File: config.mk
export PLATFORM = sky130hd
export DESIGN_NAME = rts_hyst_ctrl
export DESIGN_NICKNAME = d
export VERILOG_FILES = /design/src/rtl/rts_hyst_pkg.sv /design/src/rtl/rts_thr_decode.sv /design/src/rtl/rts_hyst_flag.sv /design/src/rtl/rts_hyst_ctrl.sv
export SDC_FILE = /design/constraint.sdc
export NUM_CORES = 1
export LEC_CHECK = 0
export BUFFER_PORTS_ARGS = -buffer_cell sky130_fd_sc_hd__buf_2
export CAP_MARGIN = 20
export CORE_AREA = 8 8 45 47
export CTS_CLUSTER_SIZE = 10
export DETAILED_ROUTE_END_ITERATION = 6
export DIE_AREA = 0 0 53 55
export PLACE_DENSITY = 0.67
export SYNTH_ARGS = -nofsm -noshare
export SYNTH_HDL_FRONTEND = slang
export SYNTH_SLANG_ARGS = --single-unit
File: constraint.sdc
create_clock -name clk -period 1.2 [get_ports clk]
set_input_delay 0.24 -clock clk [delete_from_list [all_inputs] [get_ports clk]]
set_output_delay 0.24 -clock clk [all_outputs]
set_load 0.02 [all_outputs]
File: src/rtl/rts_hyst_pkg.sv
package rts_hyst_pkg;

   localparam int unsigned NUM_TABLES = 4;
   localparam int unsigned NUM_LEVELS = 4;

   typedef enum logic [1:0] {
      TBL_A = 2'd0,
      TBL_B = 2'd1,
      TBL_C = 2'd2,
      TBL_D = 2'd3
   } tbl_sel_e;

   // Receive trigger level for table t, ascending index i.
   function automatic int unsigned trig_level(input int unsigned t, input int unsigned i);
      int unsigned lvl;
      case (t)
         0: case (i) 0: lvl = 1; 1: lvl = 4;  2: lvl = 8;  default: lvl = 14; endcase
         1: case (i) 0: lvl = 8; 1: lvl = 16; 2: lvl = 24; default: lvl = 28; endcase
         2: case (i) 0: lvl = 8; 1: lvl = 16; 2: lvl = 56; default: lvl = 60; endcase
         default: case (i) 0: lvl = 4; 1: lvl = 16; 2: lvl = 32; default: lvl = 48; endcase
      endcase
      return lvl;
   endfunction

   // True when table t switches with a gap between stop and resume.
   function automatic bit uses_gap(input int unsigned t);
      return t != 3;
   endfunction

endpackage

File: src/rtl/rts_thr_decode.sv
module rts_thr_decode
   import rts_hyst_pkg::*;
#(
   parameter int unsigned DEPTH = 64,
   parameter int unsigned CNT_W = $clog2(DEPTH + 1)
) (
   input  logic [1:0]       tbl_sel,
   input  logic [1:0]       trig_sel,
   output logic [CNT_W-1:0] upper_thr,
   output logic [CNT_W-1:0] lower_thr
);

   logic [CNT_W-1:0] up_lut [NUM_TABLES][NUM_LEVELS];
   logic [CNT_W-1:0] lo_lut [NUM_TABLES][NUM_LEVELS];

   for (genvar t = 0; t < NUM_TABLES; t++) begin : g_tbl
      for (genvar i = 0; i < NUM_LEVELS; i++) begin : g_lvl
         localparam int unsigned SELF = trig_level(t, i);
         if (uses_gap(t)) begin : g_gap
            localparam int unsigned UP = (i == NUM_LEVELS - 1) ? DEPTH : trig_level(t, i + 1);
            localparam int unsigned LO = (i == 0) ? 0 : trig_level(t, i - 1);
            assign up_lut[t][i] = CNT_W'(UP);
            assign lo_lut[t][i] = CNT_W'(LO);
         end else begin : g_direct
            assign up_lut[t][i] = CNT_W'(SELF);
            assign lo_lut[t][i] = CNT_W'(SELF - 1);
         end
      end
   end

   always_comb begin
      upper_thr = up_lut[tbl_sel][trig_sel];
      lower_thr = lo_lut[tbl_sel][trig_sel];
   end

endmodule

File: src/rtl/rts_hyst_flag.sv
module rts_hyst_flag #(
   parameter int unsigned CNT_W = 7
) (
   input  logic             clk,
   input  logic             rst_n,
   input  logic             auto_en,
   input  logic [CNT_W-1:0] count,
   input  logic [CNT_W-1:0] upper_thr,
   input  logic [CNT_W-1:0] lower_thr,
   output logic             stop_q
);

   logic stop_d;

   always_comb begin
      stop_d = stop_q;
      if (!auto_en)
         stop_d = 1'b0;
      else if (count >= upper_thr)
         stop_d = 1'b1;
      else if (count <= lower_thr)
         stop_d = 1'b0;
   end

   always_ff @(posedge clk or negedge rst_n) begin
      if (!rst_n) stop_q <= 1'b0;
      else        stop_q <= stop_d;
   end

endmodule

File: src/rtl/rts_hyst_ctrl.sv
module rts_hyst_ctrl
   import rts_hyst_pkg::*;
#(
   parameter int unsigned DEPTH = 64,
   localparam int unsigned CNT_W = $clog2(DEPTH + 1)
) (
   input  logic             clk,
   input  logic             rst_n,
   input  logic             auto_en,
   input  logic [1:0]       tbl_sel,
   input  logic [1:0]       trig_sel,
   input  logic [CNT_W-1:0] fifo_count,
   output logic             rts_n
);

   if (DEPTH <= 60) begin : g_bad_depth
      $error("rts_hyst_ctrl: DEPTH must exceed the highest table entry (60)");
   end

   logic [CNT_W-1:0] upper_thr;
   logic [CNT_W-1:0] lower_thr;
   logic             stop_q;

   rts_thr_decode #(.DEPTH(DEPTH), .CNT_W(CNT_W)) u_decode (
      .tbl_sel   (tbl_sel),
      .trig_sel  (trig_sel),
      .upper_thr (upper_thr),
      .lower_thr (lower_thr)
   );

   rts_hyst_flag #(.CNT_W(CNT_W)) u_flag (
      .clk       (clk),
      .rst_n     (rst_n),
      .auto_en   (auto_en),
      .count     (fifo_count),
      .upper_thr (upper_thr),
      .lower_thr (lower_thr),
      .stop_q    (stop_q)
   );

   assign rts_n = stop_q;

endmodule

## Word-level counts from Yosys, hierarchy flattened

Cells that the tools add are included.

- $lt $le $gt $ge: 4
- Eq/ne operators: 1
- Multiplexer cells: 15
- Bitwise logic cells: 2

Operator list:

| operator | number |
|---|---|
| 28-bit binary-select mux with 2-bit select | 2 |
| 28-bit 2-to-1 mux | 4 |
| 7-bit binary-select mux with 2-bit select | 2 |
| 7-bit 2-to-1 mux | 4 |
| 7-bit >= comparator | 1 |
| 7-bit <= comparator | 1 |
| 3-bit >= comparator (second input constant) | 2 |
| 2-bit NOT with 3-bit output | 2 |
| 1-bit 2-to-1 mux | 3 |
| 3-bit by 1-bit != test with 1-bit output (second input constant) | 1 |

- Register bits: 1
- Bits of input ports: 14
- Logic and storage cells: 23

## Depth between registers and ports, before layout

- Depth after elaboration: 11
- Gate-level depth with buffers: 10

## Cells and area by module

Synthesis repeated with hierarchy kept, for this count alone.

- Cell total of the unflattened synthesis: 79
- Area, all modules: 588.1 µm²

Modules (own cells, without submodules):

| module | times used | cells an instance | area each (µm²) | seq. area each (µm²) |
|---|---|---|---|---|
| rts_hyst_flag | 1 | 47 | 367.9 | 25.0 |
| rts_thr_decode | 1 | 32 | 220.2 | 0.0 |

## Worst setup path after synthesis

No wires, ideal clock.

- Kind: input port to flip-flop
- From: in tbl_sel[0]
- To: reg u_flag.stop_q
- Library setup time: 0.129 ns
- Data arrival time: 1.750 ns
- Required time: 1.071 ns
- Path slack: -0.678 ns
- Stages: 10
- Buffers on the path: 0
- Path through: inv_1 > ha_1 > nand2_1 > o21ai_0 > nand2_1 > ha_1 > a21o_1 > a211o_1 > o221ai_2 > a31oi_1

- Cells in the longest elaborated chain, start to end: 10
- Elaborated cells on any way between the ends: 18
- Those cells by class: order compare (2); eq/ne (1); mux (14); bitwise (1)

RTL lines:

| what | RTL line | source |
|---|---|---|
| start, declared | rts_hyst_ctrl.sv:10 | `input logic [1:0] tbl_sel,` |
| 2-bit NOT with 3-bit output (implied by the code) (*) | rts_thr_decode.sv:32, rts_thr_decode.sv:33 |  |
| 28-bit binary-select mux with 2-bit select | rts_thr_decode.sv:32 | `upper_thr = up_lut[tbl_sel][trig_sel];` |
| 28-bit 2-to-1 mux (implied by the code) (2 in a row) | rts_thr_decode.sv:32 |  |
| 7-bit binary-select mux with 2-bit select | rts_thr_decode.sv:32 |  |
| 7-bit 2-to-1 mux (implied by the code) (2 in a row) | rts_thr_decode.sv:32 |  |
| 7-bit >= comparator | rts_hyst_flag.sv:19 | `else if (count >= upper_thr)` |
| 1-bit 2-to-1 mux | rts_hyst_flag.sv:19 |  |
| 1-bit 2-to-1 mux | rts_hyst_flag.sv:17 | `if (!auto_en)` |
| end signal, assigned | rts_hyst_flag.sv:27 | `else stop_q <= stop_d;` |
| end, declared | rts_hyst_flag.sv:10 | `output logic stop_q` |

Mark *: on every way between the ends. The rest lies on a longest branch, timed or not. The select of a mux whose other input is x is not followed.
A chain may end at the register's enable or synchronous reset.

## Worst setup path after layout

Same ends and word-level chain as after synthesis.

==> reports/qor.txt <==
Status: finished with violations
Failing checks: negative setup slack
Sw Share: 0.4194
Fin crit share: 1.575
Synthesized area: 526.8 sq um
Regs by FF count: u_flag.stop_q (1)
Normalized max-slew margin: 0.8589
Fin worst setup slack: -0.6902 ns
Final hold slack: 0.01465 ns
DRT antenna net count: 0
Drt drc: 0
Post-Layout Cell Count: 111
Comb power frac: 0.872
Die area: 0.002915 sq mm
Yosys warning count: 0
Worst-margin pin slew: 0.2094 ns
Most frequent cell after synthesis: ha_1
MaxCap Viol Count: 0
Post-synth EDFFs: 0
Internal power: 0.0001856 W
Inst Count DP: 111
CP Buf/Inv Count: 2
Worst hold path type: input port to asynchronous set/reset pin
CP Data Arrival Time: 1.76 ns
Tmin final: 1.890 ns
Global-route layer with the greatest usage: met2
Critical-path cell list: buf_12 > inv_12 > ha_4 > nand2_2 > o21ai_1 > nand2_1 > ha_4 > a21o_1 > a211o_1 > o221ai_2 > a31oi_1
Final setup violation count: 1
Yosys cell types: 22
GRT met2 Usage: 0.1777
Seq pwr share: 0.128
Clk pwr share: 0
CP required: 1.06 ns
Global Route Usage Sum: 0.09547
Initial antenna violation count: 0
Via density: 5.090
Post-synth net total: 100
Max incr delay on CP: 0.26 ns
Clock slew seen by the registers of the worst setup and hold paths: 0 ns
Diode count: 0
Ys async rst share: 1.000
Cell family with most CP delay: compound AO/OA/AOI/OAI gates
Synth Instances: 69
Post-DP HPWL: 1166 um
Final #Nets: 128
Pwr per Cell Area: 398.5 mW/mm^2
Synth Register Bits: 1
Placed Area: 743.2 sq um
Max-slew violations: 0
Most common library cells after synthesis: ha_1, inv_1, a21oi_1
Slowest stage cell, crit path: ha_4
Core area: 0.001384 sq mm
Average routed wire per standard cell: 11.80 um
Crit start category: input port
Sequential fraction of the synthesis area: 0.04751
Layout fillers: 128
Reg2reg end: u_flag.stop_q
Largest cells by area after synthesis: ha_1, nand2b_1, a21oi_1
Die height: 55 um
Switching power: 0.0001340 W
Max FO, Critical Path: 3
Largest net degree at the start of global routing: 8
WL final: 1310 um
Final Instance Area: 802.0 sq um
P_leak: 0.4129 nW
Met1 usage: 0.1195
Initial Util: 0.3807
Clock skew: 0 ns
Syn_area_per_cell: 7.634 sq um
Die width: 53 um
Worst reg2reg path depth: 2
Post-route total power: 0.0003196 W
Later-pin clock latency in the skew report: 0 ns
DRT iter0 DRCs: 2
Via count: 565
Cell mode on critical path: ha_4
Met3 Usage GRT: 0.008021
Port-buffer cells: 14
Layout cell share with drive strength beyond 1: 0.4211
Yosys top cell by area: ha_1
Global-route wire length before repair: 2242 um
Unrepaired setup endpoints after global routing: true
Final Wtd Congestion: 0.7658
Max VDD drop: 321.1 uV
Gr ovfl total: 0
Vias in the first global route: 553
Reg2reg start: u_flag.stop_q
Area Overhead vs Synth: 52.26%
Most flop-heavy register: u_flag.stop_q
Final Hold Fails: 0
Site row count: 14
Share of the synthesized area in the top cell type: 0.4038
Max reg flops: 1
Num ports: 15
Worst R2R Setup Slack: 0.54 ns
Drt pass-1 iters: 4
Max Freq: 529.1 MHz
CP Class: input port to flop
Ys flop type: dfrtp_1
Crit path capture type: flop
-- metrics by stage --
stage               TNS (ns)  utilization  worst slack, ns
floorplan            -0.5527            -          -0.5527
global placement     -0.7850       0.5371          -0.7850
detailed placement   -0.8572       0.5371          -0.8572
CTS                  -0.6961       0.5687          -0.6961
global route         -0.7404       0.5796          -0.7404
finish               -0.6902       0.5796          -0.6902
-- logic make-up after synthesis --
group                    count (synthesis)  share of synthesized area
flip-flops                               1                    0.04750
buffers and inverters                   10                    0.07362
AO/OA/AOI/OAI                           21                     0.2637
multiplexers                             1                    0.02138
adder cells (fa/ha/maj)                 17                     0.4038
AND/OR/NAND/NOR                         19                     0.1901
-- placed cells by master (no fill, tap or decap), types with 2 or more instances in the layout --
cell      netlist  routed
buf_4           0      14
ha_1           17      13
buf_2           1      12
inv_1           8       6
nand2b_1        5       5
nand2_1         5       4
o21ai_0         5       4
a21oi_1         6       4
nand3_1         4       4
a21o_1          4       4
nor2_1          2       2
a21oi_2         0       2
ha_4            0       2
ha_2            0       2
-- worst max path at each step --
stage | start | endpoint | slack (ns) | cells after the start
5_1_grt | tbl_sel[1] | u_flag.stop_q | -0.74 | 11
3_5_place_dp | tbl_sel[0] | u_flag.stop_q | -0.86 | 11
2_1_floorplan | tbl_sel[0] | u_flag.stop_q | -0.55 | 10
6_report | tbl_sel[0] | u_flag.stop_q | -0.69 | 11
4_1_cts | tbl_sel[0] | u_flag.stop_q | -0.70 | 11
3_3_place_gp | tbl_sel[0] | u_flag.stop_q | -0.79 | 11
-- final cells by class --
type	instances	area, sq um	area share
multi-input combinational	58	509.2	0.6349
tap	16	20.02	0.02496
sequential	1	25.02	0.03120
timing repair buffer	28	200.2	0.2496
inverter	8	47.55	0.05928
-- power by group through the flow --
stage | clock (W) | sequential [W] | combinational (W)
after floorplan | 0 | 0.0000452 | 0.000144
after global placement | 0 | 0.0000406 | 0.000248
after detailed placement | 0 | 0.0000408 | 0.000253
after CTS | 0 | 0.0000408 | 0.000272
after global routing | 0 | 0.0000410 | 0.000316
final | 0 | 0.0000408 | 0.000279
-- metal layers --
metal / up-vias / routed length [um]
met1: 254 / 610
met3: 2 / 48
met4: 0 / 9
met5: - / 0
met2: 9 / 641
li1: 300 / -
-- repair_timing --
action | CTS | global route
gates cloned | 0 | 0
gates resized for setup | 9 | 5
endpoints found under the setup margin | 1 | 1
pin swaps | 7 | 8
buffers inserted | 0 | 0
hold buffers | 0 | 0
Power figures use the tool's default switching activity.
